--- config.mk ---
export PLATFORM = sky130hd
export DESIGN_NAME = xbus_io_slave
export DESIGN_NICKNAME = d
export VERILOG_FILES = /design/src/rtl/xbus_pkg.sv /design/src/rtl/xbus_strobe_sync.sv /design/src/rtl/xbus_addr_dec.sv /design/src/rtl/xbus_ready_timer.sv /design/src/rtl/xbus_io_slave.sv
export SDC_FILE = /design/constraint.sdc
export NUM_CORES = 1
export LEC_CHECK = 0
export ABC_AREA = 1
export CORE_MARGIN = 1
export CORE_UTILIZATION = 50
export CTS_BUF_LIST = sky130_fd_sc_hd__clkbuf_2
export DETAILED_ROUTE_END_ITERATION = 12
export PLACE_DENSITY = 0.7
export SYNTH_ARGS = -nofsm -noshare
export SYNTH_HDL_FRONTEND = slang
export SYNTH_SLANG_ARGS = --single-unit
--- constraint.sdc ---
create_clock -name clk -period 2.8 [get_ports clk]
set_clock_uncertainty 0.2 [all_clocks]
set_input_delay 0.7 -clock clk [delete_from_list [all_inputs] [get_ports clk]]
set_output_delay 0.7 -clock clk [all_outputs]
set_load 0.05 [all_outputs]
--- src/rtl/xbus_pkg.sv ---
package xbus_pkg;
  typedef logic [15:0] word_t;

  // Read steering: an odd-byte access also places the high byte on lines 7..0.
  function automatic word_t steer_rd(word_t w, logic odd);
    return odd ? {w[15:8], w[15:8]} : w;
  endfunction

  // Write merge according to address bit 0 and the byte-high enable.
  function automatic word_t merge_wr(word_t old, word_t bus, logic odd, logic hi_en);
    word_t r;
    if (odd)        r = {(hi_en ? bus[15:8] : bus[7:0]), old[7:0]};
    else if (hi_en) r = bus;
    else            r = {old[15:8], bus[7:0]};
    return r;
  endfunction
endpackage

--- src/rtl/xbus_strobe_sync.sv ---
module xbus_strobe_sync #(
  parameter int unsigned STAGES = 2
) (
  input  logic clk,
  input  logic rst,
  input  logic strobe_n,
  output logic active,
  output logic start
);
  logic [STAGES:0] pipe;

  always_ff @(posedge clk) begin
    if (rst) pipe <= '1;
    else     pipe <= {pipe[STAGES-1:0], strobe_n};
  end

  assign active = ~pipe[STAGES-1];
  assign start  = pipe[STAGES] & ~pipe[STAGES-1];
endmodule

--- src/rtl/xbus_addr_dec.sv ---
module xbus_addr_dec #(
  parameter int unsigned ADDR_W = 20,
  parameter logic [ADDR_W-1:0] BASE = 'h300,
  parameter int unsigned NREGS = 8,
  localparam int unsigned IDX_W = (NREGS > 1) ? $clog2(NREGS) : 1
) (
  input  logic              clk,
  input  logic              rst,
  input  logic              ale,
  input  logic              aen,
  input  logic [ADDR_W-1:0] addr_in,
  output logic              hit,
  output logic [IDX_W-1:0]  idx,
  output logic              odd,
  output logic              cs16_n
);
  localparam logic [ADDR_W-1:0] SPAN = ADDR_W'(2 * NREGS);

  logic [ADDR_W-1:0] addr_q;
  logic [ADDR_W-1:0] offset;
  logic              in_win;

  always_ff @(posedge clk) begin
    if (rst)      addr_q <= '0;
    else if (ale) addr_q <= addr_in;
  end

  assign offset = addr_q - BASE;
  assign in_win = (addr_q >= BASE) && (offset < SPAN);
  assign hit    = in_win & ~aen;
  assign idx    = offset[IDX_W:1];
  assign odd    = addr_q[0];

  always_ff @(posedge clk) begin
    if (rst) cs16_n <= 1'b1;
    else     cs16_n <= ~hit;
  end

  // address is frozen while the latch enable is low
  p_addr_hold_r1: assert property (@(posedge clk) disable iff (rst)
    (!$past(ale) && !$past(rst)) |-> $stable(addr_q));
  // a DMA-owned bus never shows the 16-bit indication
  p_no_cs_dma_r3: assert property (@(posedge clk) disable iff (rst)
    $past(aen) |-> cs16_n);
endmodule

--- src/rtl/xbus_ready_timer.sv ---
module xbus_ready_timer #(
  parameter int unsigned CLK_KHZ = 50000,
  parameter int unsigned STRETCH = 4,
  localparam int unsigned LIMIT = (CLK_KHZ * 25) / 10000,
  localparam int unsigned HOLD  = (STRETCH < LIMIT) ? STRETCH : LIMIT,
  localparam int unsigned CNT_W = (HOLD > 1) ? $clog2(HOLD + 1) : 1
) (
  input  logic clk,
  input  logic rst,
  input  logic start,
  output logic rdy
);
  logic [CNT_W-1:0] cnt;

  generate
    if (HOLD == 0) begin : g_none
      always_ff @(posedge clk) begin
        cnt <= '0;
        rdy <= 1'b1;
      end
    end else begin : g_timer
      always_ff @(posedge clk) begin
        if (rst) begin
          cnt <= '0;
          rdy <= 1'b1;
        end else if (start) begin
          cnt <= CNT_W'(HOLD - 1);
          rdy <= 1'b0;
        end else if (!rdy) begin
          if (cnt == '0) rdy <= 1'b1;
          else           cnt <= cnt - 1'b1;
        end
      end
    end
  endgenerate

  // Independent watch on the length of each low run.
  int unsigned low_run;
  always_ff @(posedge clk) begin
    if (rst || rdy) low_run <= 0;
    else            low_run <= low_run + 1;
  end

  // ready is never held low beyond the capped count
  p_ready_cap_r7: assert property (@(posedge clk) disable iff (rst)
    low_run <= LIMIT);
  p_ready_hold_r7: assert property (@(posedge clk) disable iff (rst)
    (!start && low_run >= HOLD) |-> rdy);
endmodule

--- src/rtl/xbus_io_slave.sv ---
module xbus_io_slave #(
  parameter int unsigned ADDR_W  = 20,
  parameter logic [ADDR_W-1:0] BASE = 'h300,
  parameter int unsigned NREGS   = 8,
  parameter int unsigned CLK_KHZ = 50000,
  parameter int unsigned STRETCH = 4,
  localparam int unsigned IDX_W = (NREGS > 1) ? $clog2(NREGS) : 1
) (
  input  logic              clk,
  input  logic              rst,
  input  logic              ale,
  input  logic              aen,
  input  logic [ADDR_W-1:0] bus_addr,
  input  logic              bhe,
  input  logic              ior_n,
  input  logic              iow_n,
  input  logic [15:0]       data_in,
  output logic              cs16_n,
  output logic [15:0]       data_out,
  output logic              data_oe,
  output logic              rdy
);
  import xbus_pkg::*;

  logic             hit, odd;
  logic [IDX_W-1:0] idx;
  logic             rd_act, rd_start, wr_act, wr_start;
  word_t            regs [NREGS];

  xbus_addr_dec #(.ADDR_W(ADDR_W), .BASE(BASE), .NREGS(NREGS)) u_dec (
    .clk(clk), .rst(rst), .ale(ale), .aen(aen), .addr_in(bus_addr),
    .hit(hit), .idx(idx), .odd(odd), .cs16_n(cs16_n));

  xbus_strobe_sync u_rd_sync (
    .clk(clk), .rst(rst), .strobe_n(ior_n), .active(rd_act), .start(rd_start));
  xbus_strobe_sync u_wr_sync (
    .clk(clk), .rst(rst), .strobe_n(iow_n), .active(wr_act), .start(wr_start));

  xbus_ready_timer #(.CLK_KHZ(CLK_KHZ), .STRETCH(STRETCH)) u_rdy (
    .clk(clk), .rst(rst), .start((rd_start | wr_start) & hit), .rdy(rdy));

  // Register file
  always_ff @(posedge clk) begin
    if (rst) begin
      for (int i = 0; i < NREGS; i++) regs[i] <= '0;
    end else if (wr_start && hit) begin
      regs[idx] <= merge_wr(regs[idx], data_in, odd, bhe);
    end
  end

  // Registered read path
  always_ff @(posedge clk) begin
    if (rst) begin
      data_oe  <= 1'b0;
      data_out <= '0;
    end else begin
      data_oe  <= rd_act & hit;
      data_out <= (rd_act & hit) ? steer_rd(regs[idx], odd) : '0;
    end
  end

  // data is only enabled for a decoded cycle
  p_oe_decoded_r4: assert property (@(posedge clk) disable iff (rst)
    data_oe |-> !cs16_n);
  // DMA ownership blocks the read enable
  p_no_oe_dma_r3: assert property (@(posedge clk) disable iff (rst)
    $past(aen) |-> !data_oe);
  // outputs idle right after reset
  p_reset_idle_r8: assert property (@(posedge clk) disable iff (rst)
    $past(rst) |-> (cs16_n && !data_oe && rdy && data_out == '0));
endmodule

Yosys cells after proc, flatten, opt, wreduce, memory -nomap -nowiden
Memory sizes are Yosys's and may differ from the RTL's.
Index checks and enable logic that the tools add are counted.
{ "word_totals": {"elab_cells": 57, "output_inout_bits": 19, "ram_bits": 128, "reg_bits": 48, "n_memories": 1} }
{ "classes": {"n_bitwise": 13, "magnitude_cmp": 2, "n_reduce_logical": 8, "add_sub_neg": 2, "n_eq_ne": 2, "n_mux": 20} }
{ "memory_table": {"columns": ["name", "depth", "word_bits", "rd", "rd_ports_with_merged_regs", "write_ports", "line", "rtl"], "rows": [
  ["regs", 8, 16, 1, 0, 8, "xbus_io_slave.sv:28", "word_t regs [NREGS];"]
]} }
{ "ops": {"columns": ["cell", "n"], "rows": [
  ["2-to-1 mux 16 bit", 5],
  [">= comparator 20 x 10 -> 1 bit, second input constant", 1],
  ["< comparator 20 x 5 -> 1 bit, second input constant", 1],
  ["subtractor 20 x 10 -> 20 bit, second input constant", 1],
  ["2-to-1 mux 8 bit", 2],
  ["OR reduction 16 bit", 1],
  ["2-to-1 mux 1 bit", 9],
  ["NOT 1 bit", 7],
  ["2-to-1 mux 2 bit", 3],
  ["bitwise AND 1 bit", 5],
  ["!= test 2 x 1 -> 1 bit, second input constant", 2],
  ["AND reduction 2 bit", 2],
  ["OR reduction 2 bit", 2],
  ["logical NOT 3 bit", 1],
  ["2-to-1 mux 3 bit", 1],
  ["subtractor 3 x 1 -> 3 bit, second input constant", 1],
  ["logical AND 1 bit", 2],
  ["bitwise OR 1 bit", 1]
]} }

Longest topological paths before layout
Gate-level depths: netlist of run 1.
{ "logic_depth": {"depth_word": 10, "mapped_depth": 11} }

By module
Synthesis of run 1 repeated with hierarchy kept, for this count alone.
{ "unflattened": {"hier_cells": 954, "hier_area_um2": 8256.7} }
{ "by_module_without_submodules": {"columns": ["module", "area_per_inst_um2", "seq_area_each_um2", "n_inst", "cells_each"], "rows": [
  ["xbus_io_slave", 6926.6, 4184.0, 1, 787],
  ["xbus_addr_dec", 907.1, 420.4, 1, 110],
  ["xbus_ready_timer", 230.2, 80.1, 1, 33],
  ["xbus_strobe_sync", 96.3, 60.1, 2, 12]
]} }

Worst setup path before layout of run 1
Ideal clock, no wire load.
{ "synth_path": {"kind": "input to register", "from": "input port aen", "to": "memory regs[0][0] (netlist bit), enable pin", "t_arrival_ns": 2.007, "setup_ns": 0.372, "required_time_ns": 2.228, "path_slack_ns": 0.221, "stages": 6, "path_cell_list": "nor3_2 nand3_4 nor2_8 nand4_4 buf_6 nand2_1"} }
{ "synth_rtl": {"columns": ["item", "line", "rtl"], "rows": [
  ["start: declaration", "xbus_io_slave.sv:12", "input logic aen,"],
  ["end: declaration", "xbus_io_slave.sv:28", null]
]} }

Worst setup path in the final report of run 1
{ "layout_path": {"from": "register u_rdy.rdy", "to": "output port rdy"} }
{ "layout_rtl": {"columns": ["item", "line", "rtl"], "rows": [
  ["start: declaration", "xbus_ready_timer.sv:11", "output logic rdy"],
  ["start signal: assignment", "xbus_ready_timer.sv:25", "rdy <= 1'b1;"],
  ["start signal: assignment", "xbus_ready_timer.sv:28", "rdy <= 1'b0;"],
  ["start signal: assignment", "xbus_ready_timer.sv:30", "if (cnt == '0) rdy <= 1'b1;"],
  ["end: declaration", "xbus_io_slave.sv:21", "output logic rdy"]
]} }
No word-level cell between the ends.

==> results of run 1 <==
per-layer routing:
layer,GRT usage [%],vias to the layer above,routed length [um]
met5,0,-,0
met4,10.55,0,558
met3,4.316,38,1046
met2,40.74,185,9344
met1,32.81,2851,8566
li1,-,2995,-
worst max-delay path by stage:
stage / end / slack (ns) / cells past startpoint
finish: rdy / 0.24 / 1
global route: rdy / 0.11 / 1
CTS: rdy / 0.15 / 1
detailed placement: regs[0][0] / 0.09 / 7
global placement: regs[7][8] / 0.12 / 7
floorplan: regs[0][0] / 0.22 / 6
cell families (layout without fill, tap and decap cells):
logic type               Yosys count  in the layout  share of synthesized area (%)
AND/OR/NAND/NOR                  473            473                          27.44
flip-flops                       176            176                          58.09
buffers and inverters            149            254                          8.047
AO/OA/AOI/OAI                     78             78                          6.020
adder cells (fa/ha/maj)            2              2                         0.3025
XOR/XNOR                           1              1                         0.1059
other                              0              1                              0
placed cells by master (no fill, tap or decap), types with 5 or more instances in the layout:
cell type and n:
o21ai_2 8, or2_2 13, clkinvlp_4 5, edfxtp_1 128, inv_1 107, nand2_1 178
a21boi_2 6, nand4_4 8, o211ai_1 16, nor2_1 144, o21ai_0 32, dlygate4sd2_1 19
nor3_1 5, clkbuf_2 18, clkdlybuf4s50_1 42, nor2_2 76, nand3_1 40, a21oi_1 16
buf_12 6, buf_4 45, dfxtp_1 47
stage by stage:
stage          area [sq um]  util [%]  total power, mW  hold WS, ns
2_1_floorplan          8272         -            3.344       0.1895
3_3_place_gp           9361     58.51            3.648       0.2026
3_5_place_dp           9361     58.51            3.653       0.1962
4_1_cts                9544     59.65            4.831       0.2107
5_1_grt                9547     59.67            5.013       0.2173
6_report               9547     59.67            4.809       0.2406
final cells by class:
cell class | instances | area [sq um] | area share [%]
sequential | 176 | 4806 | 50.34
multi-input combinational | 554 | 2801 | 29.34
timing repair buffer | 112 | 1045 | 10.94
inverter | 110 | 415.4 | 4.351
tap | 216 | 270.3 | 2.831
clock inverter | 14 | 116.4 | 1.219
clock buffer | 18 | 90.09 | 0.9436
antenna | 1 | 2.502 | 0.02621
state kept, by name (all words and copies together), names as in the netlist:
register,count
u_dec.addr_q,20
u_dec.cs16_n,1
u_rdy.rdy,1
data_out,16
u_rdy.cnt,3
u_wr_sync.pipe,3
regs,128
u_rd_sync.pipe,3
data_oe,1
power groups by stage:
stage                     combinational, mW  sequential (mW)  clock (mW)
after floorplan                       0.394             2.95           0
after global placement                0.691             2.96           0
after detailed placement              0.694             2.96           0
after CTS                             0.697             2.90        1.23
after global routing                  0.760             2.91        1.34
final                                 0.694             2.90        1.21
what timing repair did:
| item | CTS | global route |
|---|---|---|
| endpoints found under the setup margin | 19 | 0 |
| hold buffers | 0 | 0 |
| resized for setup | 19 | 0 |
==> summary.md, run 1 <==
| Metric | Value |
|---|---|
| Status | finished clean |
| Root Buffer | clkbuf_2 |
| Initial core utilization | 51.70% |
| CP Capture Type | output port |
| Clock power share | 25.2% |
| WL per Instance | 16.25 um |
| Layout fillers | 1417 |
| Vias in the first global route | 5784 |
| Post-Syn Area per Cell | 9.410 sq um |
| Largest net degree at the start of global routing | 93 |
| Tcrit/Tclk final | between 90% and 100% |
| Port buffer count | 61 |
| Max-Cap Viols | 0 |
| Setup TNS | 0 ns |
| Final ANT Viol Nets | 0 |
| Leakage | ~4.1 nW |
| Seq pwr share | 60.4% |
| Distinct cells, synth | 31 |
| Reg-to-Reg Start | u_dec.addr_q[2] |
| Unrepaired setup endpoints after global routing | no |
| Main flop type after synthesis | edfxtp_1 |
| # rows | 46 |
| CP startpoint | u_rdy.rdy |
| CP top delay family | buffers and inverters |
| First-pass GRT wire length | 30590 um |
| Worst endpoint required time | 1.90 ns |
| Psw | 1.377 mW |
| Routed WL | 19520 um |
| Number of flops mapped to enable cells by yosys | between 100 and 150 |
| Final cell count without fillers | roughly 1200 |
| Main area contributors after synthesis | edfxtp_1, dfxtp_1, nand2_1, nor2_1, nor2_2 |
| Placed cell count | about 1200 |
| FFs w/ async S/R, synth | 0% |
| Share of the synthesized area in the top cell type | 46.47% |
| Final slew viol count | 0 |
| Antenna violations before repair | 1 |
| Hold Vio Cnt, Final | 0 |
| Worst Hold Path EP | u_rd_sync.pipe[1] |
| Clk Latency, worst-skew pair | between 0.7 and 0.8 ns |
| Worst Setup Start Kind | flop |
| Area of the core | between 0.015 and 0.02 sq mm |
| Nets@finish | 1016 |
| Pwr dens | around 500 mW/mm^2 |
| Hold path depth | 1 |
| Final setup vio count | 0 |
| DR DRC count | 0 |
| Worst reg2reg endpoint | regs[2][14] |
| Post-Syn Nets | approximately 900 |
| Die height | 130.6 um |
| Worst Path Max Fanout | 2 |
| Top-count cell post-synth | nand2_1 |
| Sw Share | 28.63% |
| Post-CTS Setup Repair Bufs | 0 |
| Share of cells above drive strength 1 | 20.63% |
| Comb power frac | 14.4% |
| Worst Hold Launch | u_rd_sync.pipe[0] |
| Buffers plus inverters on the worst setup path | 1 |
| Area leader, netlist | edfxtp_1 |
| Yosys reg bits | 176 |
| Clock sinks | 176 |
| Syn Std Cell Area | a little over 0.008 sq mm |
| Peak VDD IR | between 0.2 and 0.25 mV |
| Area delta synth->final | 15.41% |
| Clk slew on worst S/H paths | 0.24 ns |
| Cells after Synth | 879 |
| Max Root-Sink Buffers | 2 |
| Ports | 62 |
| DRT Pass-1 Iters | 7 |
| CTS tree | built |
| Crit-path slowest cell | dlygate4sd2_1 |
| Worst Max-Slew Pin Slew | around 0.77 ns |
| DPL Wire Length | 13640 um |
| GRT Total Usage | around a quarter |
| Critical path type | flop to output port |
| Arr. time, crit path | 1.66 ns |
| Register-to-Register Setup Slack | 0.37 ns |
| Final setup margin | 0.2361 ns |
| Max Freq | 390.0 MHz |
| Final min period | ~2.6 ns |
| Vias | ~6100 |
| CP Cell Sequence | dlygate4sd2_1 |
| Vias per std cell | 5.053 |
| CP max stage delay | 0.53 ns |
| Most instantiated cells after synthesis | nand2_1, nor2_1, edfxtp_1 |
| Routability cong. | 0.8351 |
| Total grt overflow | 0 |
| Full die area | 0.01706 sq mm |
| Min-delay worst type | flop to flop |
| Num CTS Buffers | 17 |
| Relative slew margins | roughly half |
| H-Tree Level Count | 4 |
| Seq/Total Area, Yosys | 58.09% |
| P_int | 3.432 mW |
| Yosys warning count | 0 |
| Die width | 130.6 um |
| Iter 0 DRT Violations | 660 |
| Reg2reg path depth | 10 |
| DP Worst Slack | approximately 0.09 ns |
Power figures use the tool's default switching activity.
==> run 2, diff against run 1 <==
ABC_AREA = default   (was 1)
==> summary.md, run 2 <==
| Metric | Value |
|---|---|
| Status | finished with violations |
| Failing checks | DRC |
| Leakage | 3.353 nW (-18%) |
| Clock sinks | 176 (unchanged) |
| Root Buffer | clkbuf_2 |
| Crit-path slowest cell | dfxtp_4 |
| Reg2reg path depth | 6 (-4) |
| Unrepaired setup endpoints after global routing | no |
| GRT Total Usage | 25.76% (+0.85 points) |
| Worst endpoint required time | 3.14 ns (+1.24 ns) |
| DRT Pass-1 Iters | 10 (+3) |
| Clock power share | 32.8% (+7.6 points) |
| Number of flip-flops under the largest register name | 128 (unchanged) |
| Psw | 1.256 mW (-8.8%) |
| Global Route met2 Usage | 40.65% (-0.087 points) |
| Most frequent cells in the layout | edfxtp_1, nor2_1, mux2i_1, nor3_1, buf_4 |
| Most instantiated cells after synthesis | edfxtp_1, nor2_1, mux2i_1 |
| Worst reg2reg endpoint | regs[2][7] |
| Peak VDD IR | 0.3090 mV (+45%) |
| Num CTS Buffers | 17 (unchanged) |
| Main area contributors after synthesis | edfxtp_1, dfxtp_1, mux2i_1, nor2_1, nor3_1 |
| # rows | 44 (-4.3%) |
| # hold bufs at CTS | 0 (unchanged) |
| Largest regs | regs x128, u_dec.addr_q x20, data_out x16 |
| Pwr dens | 574.0 mW/mm^2 (+14%) |
| Register-to-Register Setup Slack | 0.21 ns (-0.16 ns) |
| Full die area | 0.01574 sq mm (-7.7%) |
| Post-Syn Nets | 656 (-29%) |
| Iter 0 DRT Violations | 529 (-20%) |
| Cells after Synth | 611 (-30%) |
| Sw Share | 23.99% (-4.6 points) |
| Final setup vio count | 0 (unchanged) |
| DR DRC count | 7 (+7) |
| Crit path top cell by count | buf_4 |
| CP Capture Type | flop |
| Max Root-Sink Buffers | 2 (unchanged) |
| Overall Power | 5.234 mW (+8.9%) |
| Vias | 5463 (-10%) |
| Seq/Total Area, Yosys | 63.03% (+4.9 points) |
| Post_cts resized | 19 (unchanged) |
| CP Cell Sequence | buf_4, mux2i_1, o22ai_1, o31ai_1, buf_4, nor2_1 |
| Area of the core | 0.01470 sq mm (-8.1%) |
| Total grt overflow | 0 (unchanged) |
| Routability cong. | 0.8993 (+7.7%) |
| GR Util met3 | 5.135% (+0.82 points) |
| Yosys reg bits | 176 (unchanged) |
| Vias per std cell | 5.951 (+18%) |
| Routed WL | 19330 um (-0.98%) |
| Clk Latency, worst-skew pair | 0.79 ns (+0.03 ns) |
| Post-CTS Setup Repair Bufs | 0 (unchanged) |
| Syn Std Cell Area | 0.007622 sq mm (-7.9%) |
| Yosys warning count | 0 (unchanged) |
| Hold path depth | 1 (unchanged) |
| Antenna violations before repair | 1 (unchanged) |
| CP max stage delay | 0.74 ns (+0.21 ns) |
| Area delta synth->final | 19.65% |
| Vias in the first global route | 5398 (-6.7%) |
| P_int | 3.979 mW (+16%) |
| Nets@finish | 765 (-25%) |
| Port buffer count | 61 (unchanged) |
| Clk slew on worst S/H paths | 0.25 ns (about the same) |
| Hold Vio Cnt, Final | 0 (unchanged) |
| Final setup margin | 0.2069 ns (-0.02920 ns) |
| Final slew viol count | 0 (unchanged) |
| Die height | 125.5 um (-3.9%) |
| Biggest register | regs |
| Final Util | 62.04% (+2.4 points) |
| Reg-to-Reg Start | u_dec.addr_q[1] |
| Ports | 62 (unchanged) |
| Relative slew margins | 50.25% (+1.7 points) |
| Max-Cap Viols | 0 (unchanged) |
| Die width | 125.5 um (-3.9%) |
| CTS tree | built |
| DPL Wire Length | 13500 um (-1.0%) |
| Worst Hold Launch | u_wr_sync.pipe[0] |
| Tcrit/Tclk final | 92.61% (+1.0 points) |
| Top Usage Layer GRT | met2 |
| Commonest non-fill, non-tap cell in the layout | edfxtp_1 |
| Max Freq | 385.6 MHz (-1.1%) |
| Seq pwr share | 55.7% (-4.7 points) |
| Area leader, netlist | edfxtp_1 |
| Worst Max-Slew Pin Slew | 0.7444 ns (-0.02665 ns) |
| Largest net degree at the start of global routing | 40 (-57%) |
| Setup TNS | 0 ns (unchanged) |
| Critical path type | flop to flop |
| First-pass GRT wire length | 30010 um (-1.9%) |
| Initial core utilization | 51.86% (+0.16 points) |
| GR Util met1 | 33.74% (+0.93 points) |
| Main flop type after synthesis | edfxtp_1 |
| Number of flops mapped to enable cells by yosys | 128 (unchanged) |
| FFs w/ async S/R, synth | 0% (unchanged) |
| Post-Syn Area per Cell | 12.48 sq um (+33%) |
| Final min period | 2.593 ns (+0.02920 ns) |
| DP Worst Slack | -0.2312 ns (-0.3199 ns) |
| Layout fillers | 1136 (-20%) |
| WL per Instance | 21.05 um (+30%) |
| Share of the synthesized area in the top cell type | 50.43% (+4.0 points) |
| Worst Hold Path EP | u_wr_sync.pipe[1] |
| Worst Path Max Fanout | 32 (+30) |
| Worst Setup Start Kind | flop |
| Arr. time, crit path | 2.93 ns (+1.27 ns) |
| Distinct cells, synth | 35 (+13%) |
| Share of cells above drive strength 1 | 18.42% (-2.2 points) |
| Top-count cell post-synth | edfxtp_1 |
| Final ANT Viol Nets | 0 (unchanged) |
| Min-delay worst type | flop to flop |
| H-Tree Level Count | 4 (unchanged) |
| Comb power frac | 11.5% (-2.9 points) |
==> run 2: cell types whose count changed after synthesis, moves of 40 or more <==
cell,previous run,this run
inv_1,107,7
mux2i_1,0,84
nand2_1,178,4
nand3_1,40,0
nor2_2,76,0
nor3_1,5,72
o22ai_1,0,40
==> run 2: how the worst max path moves through the flow <==
stage	startpoint	to	slack, ns	depth (start not counted)
3_5_place_dp	aen	regs[3][13]	-0.23	7
6_report	u_dec.addr_q[1]	regs[2][7]	0.21	6
3_3_place_gp	aen	regs[3][14]	-0.23	7
2_1_floorplan	aen	regs[2][0]	0.08	6
5_1_grt	u_dec.addr_q[1]	regs[0][12]	0.07	6
4_1_cts	u_rdy.rdy	rdy	0.17	1
==> run 2: critical path: cells and delay by family (launching register included) <==
kind            cells  cell delay [ns]
compound gates      2             0.62
flops               1             0.74
buf+inv             2             0.53
mux                 1             0.21
simple gates        1             0.04
==> run 2: cells by family after synthesis <==
| logic type | synth area share (%) |
|---|---|
| compound gates | 6.911 |
| xor+xnor | 0.1149 |
| fa+ha+maj | 0.3282 |
| buf+inv | 3.956 |
| flops | 63.03 |
| mux | 11.03 |
| simple gates | 14.63 |
==> run 2: metrics by stage <==
stage                     hold WS (ns)  std cells  instance area [sq um]
final                           0.2484        918                   9120
after global routing            0.2140        918                   9120
after CTS                       0.2150        917                   9117
after detailed placement        0.1989        885                   8793
after global placement          0.1962        885                   8793
after floorplan                 0.1895        611                   7622
==> run 2: power by group through the flow <==
stage / clock network, mW / logic, mW / registers, mW
after global routing: 1.83 / 0.637 / 2.92
final: 1.72 / 0.602 / 2.91
after floorplan: 0 / 0.315 / 2.95
after CTS: 1.74 / 0.594 / 2.91
after detailed placement: 0 / 0.590 / 2.97
after global placement: 0 / 0.583 / 2.97
==> run 2: cell type report <==
type	count	area, sq um	share of cell area, %
Timing Repair Buffer	134	1185	12.99
Clock inverter	15	262.8	2.881
Multi-Input combinational cell	383	2516	27.59
Clock buffer	17	85.08	0.9329
Inverter	8	30.03	0.3293
Sequential cell	176	4808	52.72
Tap cell	184	230.2	2.524
Antenna cell	1	2.502	0.02744
==> run 2: metal layers <==
metal | part of all wire (%) | wire [um]
met5 | 0 | 0
met4 | 3.9 | 751
met3 | 8.6 | 1662
met2 | 47 | 9024
met1 | 41 | 7886
==> run 3, diff against run 2 <==
CTS_CLUSTER_DIAMETER = 30   (was default)
==> results of run 3 <==
The final DEF is identical to that of run 2; final timing and power are the same.
